--- src/rtl/ccr_pkg.sv ---
package ccr_pkg;
  localparam int ICS_LO = 0;
  localparam int DCS_LO = 2;
  localparam int IP_BIT = 14;
  localparam int DP_BIT = 15;
  localparam int IB_BIT = 16;
  localparam int FI_BIT = 21;
  localparam int FD_BIT = 22;
  localparam int NCACHE = 2;

  typedef enum logic [1:0] {
    CS_OFF  = 2'b00,
    CS_FRZ  = 2'b01,
    CS_OFFB = 2'b10,
    CS_ON   = 2'b11
  } cstate_e;

  typedef struct packed {
    logic en;
    logic frz;
  } cmode_t;
endpackage

--- src/rtl/ccr_state_decode.sv ---
module ccr_state_decode
  import ccr_pkg::*;
(
  input  logic [1:0] st_i,
  output cmode_t     mode_o
);
  always_comb begin
    mode_o = '0;
    unique case (cstate_e'(st_i))
      CS_ON:   mode_o.en  = 1'b1;
      CS_FRZ:  mode_o.frz = 1'b1;
      default: mode_o = '0;
    endcase
  end
endmodule

--- src/rtl/ccr_flush_seq.sv ---
module ccr_flush_seq #(
  parameter int NUM_LINES = 16,
  localparam int LW = $clog2(NUM_LINES)
) (
  input  logic          clk_i,
  input  logic          rst_ni,
  input  logic          start_i,
  output logic          busy_o,
  output logic [LW-1:0] idx_o
);
  localparam logic [LW-1:0] LAST = LW'(NUM_LINES - 1);

  logic          busy_q;
  logic [LW-1:0] idx_q;

  // start while busy is dropped on purpose
  always_ff @(posedge clk_i or negedge rst_ni) begin
    if (!rst_ni) begin
      busy_q <= 1'b0;
      idx_q  <= '0;
    end else if (busy_q) begin
      if (idx_q == LAST) begin
        busy_q <= 1'b0;
        idx_q  <= '0;
      end else begin
        idx_q <= idx_q + LW'(1);
      end
    end else if (start_i) begin
      busy_q <= 1'b1;
      idx_q  <= '0;
    end
  end

  assign busy_o = busy_q;
  assign idx_o  = idx_q;
endmodule

--- src/rtl/cache_ctrl_reg.sv ---
module cache_ctrl_reg
  import ccr_pkg::*;
#(
  parameter int ADDR_W    = 8,
  parameter int NUM_LINES = 16,
  localparam int LW = $clog2(NUM_LINES)
) (
  input  logic              clk_i,
  input  logic              rst_ni,
  input  logic              we_i,
  input  logic [ADDR_W-1:0] addr_i,
  input  logic [31:0]       wdata_i,
  output logic [31:0]       rdata_o,
  output logic              ic_en_o,
  output logic              ic_frz_o,
  output logic              dc_en_o,
  output logic              dc_frz_o,
  output logic              burst_o,
  output logic              ic_inv_o,
  output logic [LW-1:0]     ic_inv_idx_o,
  output logic              dc_inv_o,
  output logic [LW-1:0]     dc_inv_idx_o
);
  localparam int ST_W = 2 * NCACHE;

  logic            hit;
  logic            wr;
  logic [ST_W-1:0] st_q;
  logic            ib_q;
  logic [NCACHE-1:0] busy;
  logic [LW-1:0]     idx [NCACHE];
  cmode_t            mode [NCACHE];

  assign hit = (addr_i == '0);
  assign wr  = we_i && hit;

  always_ff @(posedge clk_i or negedge rst_ni) begin
    if (!rst_ni) begin
      st_q <= '0;
      ib_q <= 1'b0;
    end else if (wr) begin
      st_q[ICS_LO +: 2] <= wdata_i[ICS_LO +: 2];
      st_q[DCS_LO +: 2] <= wdata_i[DCS_LO +: 2];
      ib_q              <= wdata_i[IB_BIT];
    end
  end

  for (genvar g = 0; g < NCACHE; g++) begin : g_cache
    localparam int FBIT = (g == 0) ? FI_BIT : FD_BIT;
    localparam int SLO  = (g == 0) ? ICS_LO : DCS_LO;

    ccr_state_decode u_dec (
      .st_i   (st_q[SLO +: 2]),
      .mode_o (mode[g])
    );

    ccr_flush_seq #(.NUM_LINES(NUM_LINES)) u_seq (
      .clk_i   (clk_i),
      .rst_ni  (rst_ni),
      .start_i (wr && wdata_i[FBIT]),
      .busy_o  (busy[g]),
      .idx_o   (idx[g])
    );
  end

  always_comb begin
    rdata_o = '0;
    if (hit) begin
      rdata_o[ICS_LO +: 2] = st_q[ICS_LO +: 2];
      rdata_o[DCS_LO +: 2] = st_q[DCS_LO +: 2];
      rdata_o[IP_BIT]      = busy[0];
      rdata_o[DP_BIT]      = busy[1];
      rdata_o[IB_BIT]      = ib_q;
    end
  end

  assign ic_en_o      = mode[0].en;
  assign ic_frz_o     = mode[0].frz;
  assign dc_en_o      = mode[1].en;
  assign dc_frz_o     = mode[1].frz;
  assign burst_o      = ib_q;
  assign ic_inv_o     = busy[0];
  assign ic_inv_idx_o = idx[0];
  assign dc_inv_o     = busy[1];
  assign dc_inv_idx_o = idx[1];
endmodule

--- config.mk ---
export PLATFORM = sky130hd
export DESIGN_NAME = cache_ctrl_reg
export DESIGN_NICKNAME = d
export VERILOG_FILES = /design/src/rtl/ccr_pkg.sv /design/src/rtl/ccr_state_decode.sv /design/src/rtl/ccr_flush_seq.sv /design/src/rtl/cache_ctrl_reg.sv
export SDC_FILE = /design/constraint.sdc
export NUM_CORES = 1
export LEC_CHECK = 0
export ABC_CLOCK_PERIOD_IN_PS = 3900
export BUFFER_PORTS_ARGS = -buffer_cell sky130_fd_sc_hd__buf_2
export CAP_MARGIN = 20
export CORE_ASPECT_RATIO = 1.4
export CORE_MARGIN = 4
export CORE_UTILIZATION = 40
export DETAILED_ROUTE_END_ITERATION = 8
export GPL_TIMING_DRIVEN = 1
export HOLD_SLACK_MARGIN = 0.1
export PLACE_DENSITY = 0.83
export SLEW_MARGIN = 5
export SYNTH_ARGS = -nofsm -noshare
export SYNTH_HDL_FRONTEND = slang
export SYNTH_SLANG_ARGS = --single-unit
--- constraint.sdc ---
create_clock -name clk_i -period 3.9 [get_ports clk_i]
set_clock_uncertainty 0.2 [all_clocks]
set_input_delay 0.585 -clock clk_i [delete_from_list [all_inputs] [get_ports clk_i]]
set_output_delay 0.585 -clock clk_i [all_outputs]
set_load 0.005 [all_outputs]
Word level (Yosys, flattened, before mapping)
Index checks and enable logic that the tools add are counted.
Widths: inputs -> output; s select.
Operators by class
  mux-type cells: 18
  reductions and logical operators: 6
  eq/ne operators: 6
  $add $sub $neg: 2
Operators with widths (count)
  $mux 4: 7
  $mux 1: 10
  $add 4x1->4 const B: 2
  $eq 4x4->1 const B: 2
  $logic_not 8->1: 1
  $eq 2x1->1 const B: 2
  $eq 2x2->1 const B: 2
  $reduce_bool 2->1: 2
  $logic_and 1x1->1: 3
  $mux 3: 1
Word-level totals
  input bits: 43
  logic and storage cells: 38
  register bits: 15

Depth between registers and ports, before layout
Gate-level depths: netlist of run 1.
  word-level depth: 5
  depth in mapped cells: 4
  gate-level depth less buffers: 4

Hierarchy
A second synthesis of run 1 with hierarchy kept.
Unflattened totals
  cells, all modules: 103
  area, all modules: 1018.5 um^2
By module, submodules not included
  ccr_flush_seq: times used 2, cells an instance 25, area each 252.7 um^2, seq. area each 125.1 um^2
  cache_ctrl_reg: times used 1, cells an instance 49, area each 480.5 um^2, seq. area each 125.1 um^2
  ccr_state_decode: times used 2, cells an instance 2, area each 16.3 um^2, seq. area each 0.0 um^2

Least setup slack after synthesis of run 1
No wires, ideal clock.
  path kind: input -> output
  start point: input addr_i[5]
  end point: output rdata_o[14]
  buffers on the path: 0
  path slack: 1746 ps
  cell stages on the path: 2
  data required time: 3115 ps
  arrival time: 1369 ps
  path through: or4_4 > nor3_1
Between the ends
  cells in the longest elaborated chain, start to end: 2
Ends and longest elaborated chain
  start, declared: line cache_ctrl_reg.sv:11  | input logic [ADDR_W-1:0] addr_i,
  $logic_not 8->1: line cache_ctrl_reg.sv:34  | assign hit = (addr_i == '0);
  $mux 3: line cache_ctrl_reg.sv:68  | if (hit) begin
  end, declared: line cache_ctrl_reg.sv:13  | output logic [31:0] rdata_o,
No other way between the ends.

Worst setup path in the final report of run 1
  start point: input addr_i[5]
  end point: output rdata_o[2]
Between the ends
  cells in the longest elaborated chain, start to end: 2
Ends and longest elaborated chain (line)
  $logic_not 8->1: cache_ctrl_reg.sv:34
  $mux 4: cache_ctrl_reg.sv:68
No other way between the ends.

==> metrics.cfg, run 1 <==
[clock_tree]
clock-sinks=15
numCtsBuffers=3
cts_hold_buf=1
cts.clk_slew.worst_paths_ns=0.08
cts_max_level=1
cts_tree=built
clk_latency_ns=0.27
cts_root_buffer=clkbuf_4
clockBufferDepth=2
cts_resized=0
postCtsSetupBuffers=0

[pwr]
p_comb_share_pct=23.2
seq_power_share_pct=53.2
vdd_drop_max_mv=0.231
p_leak_nw=0.681
power_per_cell_area_nw_per_um2=305
netSwitchingFraction_pct=30.8
pwr-share-clk_pct=23.6
p_int_uw=254
p_switching_uw=113

[critical_path]
cp-startpoint=addr_i[5]
r2r_slack_ns=2.50
startpoint_type=primary input
endpoint_kind=output port
worstPathArrival_ns=1.64
r2r-end=g_cache[0].u_seq.idx_o[3]
worstRegToRegCells=4
path_class=in -> out
crit_path_max_fanout=7
r2r_start=g_cache[0].u_seq.idx_o[0]
cp.required_ns=3.12

[sta]
finalHoldViolCount=0
slew_headroom_pct=62.4
grt_setup_unrepaired=false
setup_ws_ns=1.48
setup_viol=0
finalCritPeriodShare_pct=62.1
min_period_ns=2.42
worst_slew_pin_slew_ns=0.560
timing.fmax_mhz=413
slew_viol_final=0
tns_ns=0

[routing]
vias=844
ant_nets=0
drc=0
routed_via_density=4.64
firstDrtPassIters=4
drt-wirelength-per-cell_um=12.0
first_iter_violations=26
postRouteWirelength_mm=2.19

[global_routing]
grt-busiest-layer=met2
grt_use_met1_pct=13.6
grtUsageMet2_pct=21.9
use_met3_pct=1.74
grt_max_degree=16
first_global_vias=761
globalRoute.totalOverflow=0
track_usage_pct=12.0
antenna_found_initial=0
grt_pass1_wl_mm=3.25

[yosys]
synth_ff_type=dfrtp_1
avgSynthCellArea_um2=9.73
yosysTopAreaCellShare_pct=36.4
ys_top_cells_by_area=dfrtp_1, buf_4, and3_2
synth_area_um2=1030
synth.largest_area_cell=dfrtp_1
synth_cell_type_count=29
ys_ff_latch=15
netlist_instances=106
synth_enable_flop_cells=0
async_reset_ff_share_pct=100
synth-seq-area-share_pct=36.4
synthesis.yosys.warnings=0

[layout]
diodes=0
areaGrowthSynthToFinish_pct=16.7
drive_gt1_share_pct=39.2
fin_nets=194

[min_path]
hold_depth=2
holdPathEnd=st_q[2]
hp-class=in -> reg
min_from=wdata_i[2]

[die]
initial_utilization_pct=42.7
core_um2=2420
dieHeight_um=68.1
fp.dieW_um=50.9
ios=90
dieArea_um2=3470
rows=21

[outcome]
status=finished, final reports clean

[placement]
routabilityCongestion=0.718
pre_cts_slack_ns=1.47
port_buffers=39
place_hpwl_mm=1.81

[job]
cap_viol_max_count=0

-- cell usage after synthesis (3+ instances only) --
cell type   n
nand3_1     3
o21ai_0     6
nand2_1    11
buf_4      25
dfrtp_1    15
mux2_2      3
nor2b_1     5
nand2b_1    3
inv_1       3
mux2_1      3
and3_2      6
-- cell usage in the layout (no fill, tap or decap), types with 2 or more instances in the layout --
cell type  count
mux2_2         3
dfrtp_1       15
mux2_1         3
or4_4          2
buf_2         39
nor2b_1        5
conb_1        25
and2_1         2
ha_1           2
nor4_2         2
nand3_1        3
clkbuf_4       3
nand2_1       11
inv_1          3
and3_2         6
nand2b_1       3
o21ai_0        6
o22ai_1        2
-- cells by family (layout without fill, tap and decap cells) --
family	count (synthesis)	count (layout)	share of synthesized area, %
adder cells (fa/ha/maj)	2	2	2.43
AND/OR/NAND/NOR	40	40	26.2
buffers and inverters	29	47	19.7
other	1	25	0.364
XOR/XNOR	2	2	1.70
flip-flops	15	15	36.4
multiplexers	6	6	6.55
AO/OA/AOI/OAI	11	11	6.68
-- flip-flops by register name, indices dropped and copies added (netlist names) --
register / cells
g_cache.u_seq.idx_o: 8
st_q: 4
g_cache.u_seq.busy_o: 2
burst_o: 1
-- routing by layer --
layer  up-vias  share of wire, %  wire length (um)
li1        409                 -                 -
met1       391                38               824
met2        40                54              1180
met3         4               7.5               164
met4         0               1.2                27
met5         -                 0                 0
-- power by group through the flow --
stage	combinational, mW	sequential (mW)	clock [mW]
2_1_floorplan	0.0643	0.195	0
3_3_place_gp	0.0810	0.196	0
3_5_place_dp	0.0845	0.198	0
4_1_cts	0.0856	0.195	0.0901
5_1_grt	0.0986	0.200	0.0963
6_report	0.0852	0.195	0.0865
-- area by class of cell --
cell class	instances	area, um^2
tap	34	42.5
inverter	3	11.3
sequential	15	375
multi-input combinational	86	543
fill	235	1210
clock buffer	4	26.3
timing repair buffer	40	205
-- stage by stage --
| stage | hold WS [ns] | instances | utilization [%] | total power, mW | area, um^2 |
|---|---|---|---|---|---|
| 6_report | 0.324 | 182 | 49.8 | 0.367 | 1200 |
| 3_5_place_dp | 0.312 | 177 | 48.3 | 0.283 | 1170 |
| 4_1_cts | 0.318 | 182 | 49.8 | 0.371 | 1200 |
| 2_1_floorplan | 0.0894 | 130 | - | 0.260 | 1120 |
| 3_3_place_gp | 0.297 | 177 | 48.3 | 0.277 | 1170 |
| 5_1_grt | 0.328 | 182 | 49.8 | 0.395 | 1200 |
-- how the worst max path moves through the flow --
stage                             end  slack [ns]  depth (start not counted)
after global placement    rdata_o[15]        1.52                          4
after CTS                  rdata_o[2]        1.48                          4
final                      rdata_o[2]        1.48                          4
after floorplan           rdata_o[14]        1.75                          2
after detailed placement   rdata_o[2]        1.47                          4
after global routing       rdata_o[2]        1.35                          4
-- critical path, stage by stage --
cell and delay, ns:
buf_2 0.11, nor4_2 0.54, and3_2 0.29, buf_2 0.11
(Power assumes the default switching activity.)
==> run 2: changes to the inputs <==
- ABC_CLOCK_PERIOD_IN_PS: 3900 -> 2200
- CORE_UTILIZATION: 40 -> 34
- PLACE_DENSITY: 0.83 -> 0.75
- clock period: 3.9 -> 2.2 ns (I/O delays scaled with it)
==> metrics.cfg, run 2 (synthesis results as in run 1) <==
[sta]
slew_headroom_pct=64.4
setup_viol=0
grt_setup_unrepaired=false
timing.fmax_mhz=525
finalHoldViolCount=0
min_period_ns=1.90
slew_viol_final=0
finalCritPeriodShare_pct=86.5
worst_slew_pin_slew_ns=0.530
tns_ns=0

[pwr]
pwr-share-clk_pct=30.7
power_per_cell_area_nw_per_um2=577
report.power.total_uw=713
p_leak_nw=0.693
p_comb_share_pct=21.0
seq_power_share_pct=48.3
vdd_drop_max_mv=0.329
p_int_uw=509
netSwitchingFraction_pct=28.6
p_switching_uw=204

[routing]
postRouteWirelength_mm=2.01
drc=0
routed_via_density=4.36
firstDrtPassIters=4
first_iter_violations=10
drt-wirelength-per-cell_um=10.8
vias=811
ant_nets=0

[clock_tree]
clock-sinks=15
numCtsBuffers=3
cts.clk_slew.worst_paths_ns=0.06
cts_tree=built
clk_latency_ns=0.24
clockBufferDepth=2
cts_max_level=1
cts_root_buffer=clkbuf_8
cts_resized=0

[layout]
final_cell_area_um2=1240
ff_latch_area_um2=375
multiInputGateArea_um2=543
mostFrequentLayoutCells=buf_2, conb_1, dfrtp_1, nand2_1
fin_nets=195
layout_commonest_cell=buf_2
areaGrowthSynthToFinish_pct=19.9
drive_gt1_share_pct=38.9
fill_cells=313
largest_reg_flops=8
diodes=0

[placement]
routabilityCongestion=0.667
place_hpwl_mm=1.69
placed_area_um2=1170
port_buffers=39

[critical_path]
endpoint_kind=output port
crit_path_max_fanout=4
cp.required_ns=1.67
worstPathArrival_ns=1.37
startpoint_type=primary input
path_class=in -> out

[die]
dieArea_um2=3990
ios=90
core_um2=2880
rows=23
dieHeight_um=73.2
fp.dieW_um=54.5
initial_utilization_pct=35.8

[global_routing]
globalRoute.totalOverflow=0
antenna_found_initial=0
grt_pass1_wl_mm=3.37
track_usage_pct=11.3
first_global_vias=752
grt_max_degree=16

[min_path]
hp-class=in -> reg

[job]
cap_viol_max_count=0

[outcome]
status=finished, final reports clean

-- run 2: cell count changes in the layout (fill, tap and decap cells not counted) --
| cell | change |
|---|---|
| clkbuf_4 | -3 |
| clkbuf_8 | +3 |
| dlygate4sd3_1 | +1 |
-- run 2: per-layer routing --
| metal | vias to the layer above | GRT usage (%) | part of all wire, % |
|---|---|---|---|
| met5 | - | 0 | 0 |
| met4 | 0 | 4.16 | 0.84 |
| met3 | 2 | 3.27 | 12 |
| met2 | 42 | 18.9 | 49 |
| met1 | 362 | 13.2 | 38 |
| li1 | 405 | - | - |
-- run 2: what timing repair did --
item / 4_1_cts / 5_1_grt
hold buffers: 2 / 0
buffers inserted: 0 / 0
endpoints found under the hold margin: 16 / 0
-- run 2: critical path: stages --
cell	delay (ns)
buf_2	0.11
or4_4	0.57
nor3_1	0.21
buf_2	0.15
-- run 2: worst paths after layout --
| kind | slack, ns | to | from | cells after the start |
|---|---|---|---|---|
| setup / recovery | 0.30 | rdata_o[14] | addr_i[5] | 4 |
| hold / removal | 0.11 | st_q[2] | wdata_i[2] | 2 |
| setup reg to reg | 0.83 | g_cache[0].u_seq.idx_o[2] | g_cache[0].u_seq.idx_o[0] | 4 |
| hold reg to reg | 0.32 | burst_o | burst_o | 1 |
| max in group asynchronous | 1.23 | g_cache[0].u_seq.idx_o[0] | rst_ni | 2 |
| min in group asynchronous | 0.32 | burst_o | rst_ni | 2 |
-- run 2: cell type report --
cell class,count,share of cell area (%)
Clock buffer,4,3.64
Sequential cell,15,30.4
Multi-Input combinational cell,86,43.9
Timing Repair Buffer,41,17.4
Inverter,3,0.911
Tap cell,37,3.74
-- run 2: power by group through the flow --
stage	registers [mW]	logic, mW	clock network [mW]
detailed placement	0.350	0.148	0
finish	0.344	0.150	0.219
CTS	0.345	0.152	0.227
global route	0.354	0.176	0.240
global placement	0.349	0.145	0
floorplan	0.346	0.114	0
-- run 2: metrics by stage --
step           setup WS, ns  std cells  hold slack, ns  util (%)
2_1_floorplan         0.556        130          -0.166         -
3_3_place_gp          0.270        180          0.0559      40.7
3_5_place_dp          0.288        180          0.0563      40.7
4_1_cts               0.285        186           0.105      43.0
5_1_grt               0.192        186           0.114      43.0
6_report              0.296        186           0.109      43.0
